### src/rtl/bridge_pkg.sv
package bridge_pkg;

    typedef enum logic [1:0] {
        ST_IDLE = 2'd0,
        ST_BUSY = 2'd1,
        ST_DONE = 2'd2
    } br_state_t;

    // word index of each window register (host byte offset >> 2)
    localparam logic [1:0] WOFF_CMD   = 2'd0;
    localparam logic [1:0] WOFF_ADDR  = 2'd1;
    localparam logic [1:0] WOFF_RDATA = 2'd2;
    localparam logic [1:0] WOFF_WDATA = 2'd3;

    // command register bit positions
    localparam int CMD_RD_BIT  = 0;
    localparam int CMD_WR_BIT  = 1;
    localparam int CMD_ACK_BIT = 2;

endpackage

### src/rtl/bridge_fsm.sv
module bridge_fsm
    import bridge_pkg::*;
(
    input  logic       clk,
    input  logic       rst,
    input  logic       cmd_we,
    input  logic [1:0] cmd_req,
    input  logic       ib_ack,
    output br_state_t  state,
    output logic       req_rd,
    output logic       req_wr,
    output logic       ack_flag,
    output logic       ib_req,
    output logic       ib_we,
    output logic       rd_capture
);

    br_state_t next_state;

    // state register
    always_ff @(posedge clk) begin
        if (rst) state <= ST_IDLE;
        else     state <= next_state;
    end

    // transitions
    always_comb begin
        next_state = state;
        unique case (state)
            ST_IDLE: begin
                if (cmd_we) begin
                    if (cmd_req == 2'b11)      next_state = ST_DONE;
                    else if (cmd_req != 2'b00) next_state = ST_BUSY;
                end
            end
            ST_BUSY: if (ib_ack) next_state = ST_DONE;
            ST_DONE: if (cmd_we && cmd_req == 2'b00) next_state = ST_IDLE;
            default: next_state = ST_IDLE;
        endcase
    end

    // latched request bits, live in the command readback
    always_ff @(posedge clk) begin
        if (rst) begin
            req_rd <= 1'b0;
            req_wr <= 1'b0;
        end else if (state == ST_IDLE && cmd_we && cmd_req != 2'b00) begin
            req_rd <= cmd_req[0];
            req_wr <= cmd_req[1];
        end else if (state == ST_DONE && cmd_we && cmd_req == 2'b00) begin
            req_rd <= 1'b0;
            req_wr <= 1'b0;
        end
    end

    // outputs
    always_comb begin
        ib_req     = (state == ST_BUSY);
        ib_we      = req_wr;
        ack_flag   = (state == ST_DONE);
        rd_capture = (state == ST_BUSY) && ib_ack && req_rd;
    end

    // reset leaves the machine idle
    a_r1_reset_idle: assert property (@(posedge clk) rst |=> (state == ST_IDLE && !ib_req));

    // request holds until the acknowledge arrives
    a_r6_req_hold: assert property (@(posedge clk) disable iff (rst)
        (ib_req && !ib_ack) |=> ib_req);

    // request drops after the acknowledge
    a_r6_req_drop: assert property (@(posedge clk) disable iff (rst)
        (ib_req && ib_ack) |=> (!ib_req && ack_flag));

    // zero command in DONE clears everything
    a_r7_clear: assert property (@(posedge clk) disable iff (rst)
        (ack_flag && cmd_we && cmd_req == 2'b00) |=> (!ack_flag && !req_rd && !req_wr));

    // no new request while the acknowledge is pending
    a_r8_no_req_in_done: assert property (@(posedge clk) disable iff (rst)
        ack_flag |-> !ib_req);

    // both bits set acknowledges at once without a bus request
    a_r9_noop: assert property (@(posedge clk) disable iff (rst)
        (state == ST_IDLE && cmd_we && cmd_req == 2'b11) |=> (ack_flag && !ib_req));

endmodule

### src/rtl/bridge_win_regs.sv
module bridge_win_regs #(
    parameter int DW  = 32,
    parameter int IAW = 12
) (
    input  logic           clk,
    input  logic           rst,
    input  logic           hold,
    input  logic           addr_we,
    input  logic           wdata_we,
    input  logic [DW-1:0]  host_wdata,
    input  logic           rd_capture,
    input  logic [DW-1:0]  ib_rdata,
    output logic [IAW-1:0] addr_q,
    output logic [DW-1:0]  wdata_q,
    output logic [DW-1:0]  rdata_q
);

    always_ff @(posedge clk) begin
        if (rst) begin
            addr_q  <= '0;
            wdata_q <= '0;
            rdata_q <= '0;
        end else begin
            if (addr_we && !hold)  addr_q  <= host_wdata[IAW-1:0];
            if (wdata_we && !hold) wdata_q <= host_wdata;
            if (rd_capture)        rdata_q <= ib_rdata;
        end
    end

    // operands frozen while the transfer is in flight
    a_r10_frozen: assert property (@(posedge clk) disable iff (rst)
        hold |=> ($stable(addr_q) && $stable(wdata_q)));

    // read data changes only on a captured internal read
    a_r12_rdata_src: assert property (@(posedge clk) disable iff (rst)
        !rd_capture |=> $stable(rdata_q));

endmodule

### src/rtl/ind_reg_bridge.sv
module ind_reg_bridge
    import bridge_pkg::*;
#(
    parameter int             DW       = 32,
    parameter int             IAW      = 12,
    parameter int             HAW      = 12,
    parameter logic [HAW-1:0] WIN_BASE = 12'h400
) (
    input  logic           clk,
    input  logic           rst,
    input  logic           host_wr,
    input  logic [HAW-1:0] host_addr,
    input  logic [DW-1:0]  host_wdata,
    output logic [DW-1:0]  host_rdata,
    output logic           ib_req,
    output logic           ib_we,
    output logic [IAW-1:0] ib_addr,
    output logic [DW-1:0]  ib_wdata,
    input  logic           ib_ack,
    input  logic [DW-1:0]  ib_rdata
);

    localparam logic [HAW-5:0] WIN_TAG = WIN_BASE[HAW-1:4];

    logic           hit;
    logic [1:0]     woff;
    logic           cmd_we, addr_we, wdata_we;
    br_state_t      state;
    logic           req_rd, req_wr, ack_flag, rd_capture;
    logic [IAW-1:0] addr_q;
    logic [DW-1:0]  wdata_q, rdata_q;

    // window decode: aligned accesses inside the 16-byte window only
    always_comb begin
        hit      = (host_addr[HAW-1:4] == WIN_TAG) && (host_addr[1:0] == 2'b00);
        woff     = host_addr[3:2];
        cmd_we   = host_wr && hit && (woff == WOFF_CMD);
        addr_we  = host_wr && hit && (woff == WOFF_ADDR);
        wdata_we = host_wr && hit && (woff == WOFF_WDATA);
    end

    bridge_fsm u_fsm (
        .clk        (clk),
        .rst        (rst),
        .cmd_we     (cmd_we),
        .cmd_req    (host_wdata[1:0]),
        .ib_ack     (ib_ack),
        .state      (state),
        .req_rd     (req_rd),
        .req_wr     (req_wr),
        .ack_flag   (ack_flag),
        .ib_req     (ib_req),
        .ib_we      (ib_we),
        .rd_capture (rd_capture)
    );

    bridge_win_regs #(.DW(DW), .IAW(IAW)) u_regs (
        .clk        (clk),
        .rst        (rst),
        .hold       (state == ST_BUSY),
        .addr_we    (addr_we),
        .wdata_we   (wdata_we),
        .host_wdata (host_wdata),
        .rd_capture (rd_capture),
        .ib_rdata   (ib_rdata),
        .addr_q     (addr_q),
        .wdata_q    (wdata_q),
        .rdata_q    (rdata_q)
    );

    // internal bus operands, word aligned
    always_comb begin
        ib_addr  = {addr_q[IAW-1:2], 2'b00};
        ib_wdata = wdata_q;
    end

    // host read mux
    always_comb begin
        host_rdata = '0;
        if (hit) begin
            unique case (woff)
                WOFF_CMD: begin
                    host_rdata[CMD_RD_BIT]  = req_rd;
                    host_rdata[CMD_WR_BIT]  = req_wr;
                    host_rdata[CMD_ACK_BIT] = ack_flag;
                end
                WOFF_ADDR:  host_rdata[IAW-1:0] = addr_q;
                WOFF_RDATA: host_rdata = rdata_q;
                WOFF_WDATA: host_rdata = wdata_q;
                default:    host_rdata = '0;
            endcase
        end
    end

    // bus operands stable across a pending request
    a_r6_operands_stable: assert property (@(posedge clk) disable iff (rst)
        (ib_req && !ib_ack) |=> ($stable(ib_addr) && $stable(ib_wdata) && $stable(ib_we)));

    // internal address always word aligned
    a_r11_aligned: assert property (@(posedge clk) disable iff (rst)
        ib_req |-> (ib_addr[1:0] == 2'b00));

    // only the three defined command bits can ever read as one
    a_r3_cmd_bits: assert property (@(posedge clk) disable iff (rst)
        (hit && woff == WOFF_CMD) |-> (host_rdata[DW-1:3] == '0));

endmodule

### config.mk
export PLATFORM = sky130hd
export DESIGN_NAME = ind_reg_bridge
export DESIGN_NICKNAME = d
export VERILOG_FILES = /design/src/rtl/bridge_pkg.sv /design/src/rtl/bridge_fsm.sv /design/src/rtl/bridge_win_regs.sv /design/src/rtl/ind_reg_bridge.sv
export SDC_FILE = /design/constraint.sdc
export NUM_CORES = 1
export LEC_CHECK = 0
export ABC_CLOCK_PERIOD_IN_PS = 3600
export BUFFER_PORTS_ARGS = -buffer_cell sky130_fd_sc_hd__buf_2
export CORE_ASPECT_RATIO = 1.4
export CORE_MARGIN = 5
export CORE_UTILIZATION = 52
export CTS_CLUSTER_DIAMETER = 150
export CTS_CLUSTER_SIZE = 16
export DETAILED_ROUTE_END_ITERATION = 12
export HOLD_SLACK_MARGIN = 0.15
export PLACE_DENSITY = 0.91
export SETUP_SLACK_MARGIN = 0.1
export SYNTH_ARGS = -nofsm -noshare
export SYNTH_HDL_FRONTEND = slang
export SYNTH_SLANG_ARGS = --single-unit
### constraint.sdc
create_clock -name clk -period 3.6 [get_ports clk]
set_clock_uncertainty 0.05 [all_clocks]
set_input_delay 0.72 -clock clk [delete_from_list [all_inputs] [get_ports clk]]
set_output_delay 0.72 -clock clk [all_outputs]
set_load 0.02 [all_outputs]
# Yosys cells after proc, flatten, opt, wreduce, memory -nomap -nowiden
# Index checks and enable logic that the tools add are counted.
[op_classes]
mux = 13
eq_ne = 11
n_reduce_logical = 22
[ops]
columns = ["operator", "count"]
rows = [
  ["20-bit one-hot mux with 2 select lines", 1],
  ["32-bit 2-to-1 mux", 1],
  ["9-bit one-hot mux with 3 select lines", 1],
  ["1-bit logical AND", 14],
  ["3-bit one-hot mux with 4 select lines", 1],
  ["2-bit 2-to-1 mux", 5],
  ["2-bit == test (second input constant)", 4],
  ["8-bit by 7-bit == test with 1-bit output (second input constant)", 1],
  ["2-bit zero test", 4],
  ["2-bit one-hot mux with 3 select lines", 1],
  ["2-bit by 1-bit == test with 1-bit output (second input constant)", 2],
  ["2-bit by 1-bit != test with 1-bit output (second input constant)", 2],
  ["4-bit AND reduction", 1],
  ["2-bit nonzero test", 2],
  ["1-bit 2-to-1 mux", 3],
  ["3-bit by 2-bit != test with 1-bit output (second input constant)", 1],
  ["2-bit != test (second input constant)", 1],
  ["1-bit zero test", 1],
]
[totals]
inputBits = 80
out_inout_bits = 78
wordCells = 52
reg_bits = 80

# Longest topological paths before layout
[depth]
word_depth = 8
ltp_mapped = 8
mapped_depth_nobuf = 5

# Cells and area by module
# Synthesis repeated with hierarchy kept, for this count alone.
[unflattened]
hier_cells = 419
area_unflattened_um2 = 4385.5
[modules_own_cells]
columns = ["mod", "seq_area_each_um2", "cells_each", "area_per_inst_um2", "n_inst"]
rows = [
  ["bridge_win_regs", 1521.5, 290, 3176.8, 1],
  ["ind_reg_bridge", 0.0, 99, 962.2, 1],
  ["bridge_fsm", 80.1, 30, 246.5, 1],
]

# Worst setup path after synthesis
# No wires, ideal clock.
[synth_path]
kind = "input -> output"
startpoint = "in host_addr[9]"
endpoint = "out host_rdata[2]"
cell_stages = 3
t_required_ns = 2.830
path_buffers = 0
setup_slack_ns = 0.905
arrival_time_ns = 1.925
cell_sequence = "nor4b_4 > nand3_1 > a211oi_1"
[synth_via]
elab_chain_cells = 3
[synth_rtl]
columns = ["item", "line", "rtl"]
rows = [
  ["start: declaration", "ind_reg_bridge.sv:12", "input logic [HAW-1:0] host_addr,"],
  ["8-bit by 7-bit == test with 1-bit output", "ind_reg_bridge.sv:35", "hit = (host_addr[HAW-1:4] == WIN_TAG) && (host_addr[1:0] == 2'b00);"],
  ["1-bit logical AND", "ind_reg_bridge.sv:35", ""],
  ["32-bit 2-to-1 mux", "ind_reg_bridge.sv:80", "if (hit) begin"],
  ["end: declaration", "ind_reg_bridge.sv:14", "output logic [DW-1:0] host_rdata,"],
]
# Every way passes these cells.

# Worst setup path after layout
[layout_path]
startpoint = "in host_addr[2]"
endpoint = "out host_rdata[7]"
[layout_via]
elab_chain_cells = 3
elab_cells_between_ends = 5
classes_between = "eq/ne: 3; mux: 2"
[layout_rtl]
columns = ["item", "line", "rtl"]
rows = [
  ["2-bit == test or 2-bit by 1-bit == test with 1-bit output (tied branches)", "ind_reg_bridge.sv:81", "unique case (woff)"],
  ["9-bit one-hot mux with 3 select lines (*)", "ind_reg_bridge.sv:81", ""],
  ["32-bit 2-to-1 mux (*)", "ind_reg_bridge.sv:80", ""],
]
# Mark *: on every way between the ends. The rest lies on a longest branch, timed or not.

==> qor.yml <==
logic_synthesis:
  synthDistinctLibCells: 36
  synth-edff-count: 0
  avgSynthCellArea_um2: 8.14
  synth_top_area_cell: "dfxtp_1"
  ys_seq_elements: 80
  synth_area_mm2: 0.00390
  ys_seq_area_share_pct: 41.0
  synthTopCellsByArea: "dfxtp_1 41%, a21oi_1 8.7%, mux2i_1 8.5%"
  ys_warn_count: 0
  synth_cells: 480
  yosys_most_used_dff: "dfxtp_1"
  synth_top_area_share_pct: 41.0
  async_flop_share_pct: 0
timing:
  timing.hold.ws_ns: 0.409
  max_freq_ghz: 0.309
  layout_min_cycle_time_ns: 3.23
  max_slew_margin_pct: 38.3
  finalSetupTns_ns: 0
  rsz0062_at_grt: "false"
  setup_viol: 0
  drv_slew: 0
  worstMarginPinSlew_ns: 0.926
  period_share_pct: 89.8
  fin_ws_ns: 0.366
  hold_viol_final: 0
critical_path:
  crit_required_ns: 2.83
  cp-end-kind: "output pin"
  path_class: "input pin to output pin"
  path_cells: "buf_2, nor2b_1, a22oi_1, nor2_1, buf_2"
  cpPeakStageDelay_ns: 0.68
  crit_family: "simple AND/OR/NAND/NOR gates"
  worstPathMaxFanout: 27
  reg2regPathDepth: 5
  start_kind: "input pin"
  cp_num_cells: 5
  path_common_cell: "buf_2"
  crit_slowest_cell: "nor2b_1"
  critPathBufInv: 2
  crit_arrival_ns: 2.46
layout:
  area_growth_pct: 21.0
  layout_common_cells: "155 x buf_2, 80 x dfxtp_1, 68 x a21oi_1, 65 x nand2_1, 37 x nand3_1"
  final_core_util_pct: 64.2
  drive_above_1_share_pct: 31.4
  layout_commonest_cell: "buf_2"
  final_nets: 680
  num_antenna_cells: 0
floorplan:
  die_w_um: 83.2
  ios: 158
  die_height_um: 113
  row_count: 37
  die_area_mm2: 0.00937
  initial_core_util_pct: 53.1
  coreArea_mm2: 0.00736
global_routing:
  grt_pass1_vias: 4031
  grt_pass1_wl_um: 18400
  grt_max_degree: 59
  track_usage_pct: 23.9
  antenna_found_initial: 0
  overflow: 0
routing:
  drcViolationCount: 0
  ant_nets: 0
  wirelength_um: 11300
  drtPass1Iterations: 7
  routedWlPerCell_um: 16.2
  drtIter0Drc: 269
  vias_per_cell: 5.60
  num_vias: 3911
cts:
  clk_latency_ns: 0.33
  cts_tree: "built"
  cts_htree_levels: 3
  cts.sinks: 80
  cts_setup_buffers: 0
  cts_resized: 0
  root_buffer: "clkbuf_8"
  clk_pin_slew_worst_paths_ns: 0.07
  cts.path.max_buffers: 2
  cts_buffers: 9
  hold_buffers: 0
run:
  drv_cap: 0
pwr:
  power_mw: 1.53
  ir_drop_mv: 0.255
  power_density_mw_per_mm2: 323
  p_leak_nw: 2.06
placement:
  gp_congestion: 0.874
  dp_hpwl_um: 8210
  io_buffers: 155
  dp_slack_ns: 0.391
min_path:
  min_path_cells: 2
  hold_path.class: "flip-flop to flip-flop"
run_status:
  status: "finished clean"
[final timing paths]
kind | from | to | slack [ns]
worst max-delay path | host_addr[2] | host_rdata[7] | 0.37
worst min register to register | u_regs.rdata_q[3] | u_regs.rdata_q[3] | 0.41
worst max register to register | u_fsm.state[1] | u_regs.wdata_q[23] | 1.53
worst min-delay path | u_regs.rdata_q[3] | u_regs.rdata_q[3] | 0.41
[worst reg2reg max path, stage by stage (launching register included)]
cell and delay [ns]:
dfxtp_1 0.46, nand2b_1 0.27, and4_1 0.57, buf_4 0.36, nand3_1 0.11, a21oi_1 0.17
[metal layers]
metal  global-route usage, %  up-vias  wire [um]
met5                       0        -          0
met4                    13.3        0        409
met3                    4.85       32        723
met2                    44.6      187       6030
met1                    24.6     1820       4130
li1                        -     1872          -
[cell families after synthesis]
| family | Yosys count | synth area share [%] |
|---|---|---|
| AND/OR/NAND/NOR | 177 | 22.5 |
| AO/OA/AOI/OAI | 117 | 16.0 |
| flip-flops | 80 | 41.0 |
| buffers and inverters | 59 | 7.75 |
| multiplexers | 44 | 12.2 |
| XOR/XNOR | 2 | 0.449 |
| other | 1 | 0.0960 |
[state kept, by name, summed over array words and instances, names as in the netlist]
signal          cells
u_regs.wdata_q     32
u_fsm.ib_we         1
u_fsm.req_rd        1
u_fsm.state         2
u_regs.rdata_q     32
u_regs.addr_q      12
[metrics by stage]
stage | cells | instance area [um^2]
after global routing | 699 | 4720
after CTS | 699 | 4720
after global placement | 686 | 4580
final | 699 | 4720
after detailed placement | 686 | 4580
after floorplan | 481 | 3910
[synth_stat cells, drive strengths merged, types with 2 or more instances]
master / instances
a211oi: 3
a21oi: 68
a22oi: 9
and2: 2
and3: 2
and4: 2
buf: 29
clkbuf: 27
dfxtp: 80
inv: 3
mux2: 9
mux2i: 33
mux4: 2
nand2: 65
nand2b: 26
nand3: 37
nand4: 4
nor2: 31
nor4b: 2
o21ai: 34
xnor2: 2
[final cells by class]
| type | count | area [um^2] |
|---|---|---|
| Tap cell | 97 | 121 |
| Sequential cell | 80 | 1600 |
| Multi-Input combinational cell | 342 | 2000 |
| Fill cell | 635 | 2640 |
| Timing Repair Buffer | 164 | 843 |
| Inverter | 3 | 11.3 |
| Clock buffer | 11 | 131 |
| Clock inverter | 2 | 10.0 |
[report_power, final]
part / internal, mW / total, mW / switching (mW)
logic: 0.0512 / 0.121 / 0.0695
registers: 0.884 / 0.884 / 0.0000415
clock network: 0.237 / 0.523 / 0.285
(Power assumes the default switching activity.)
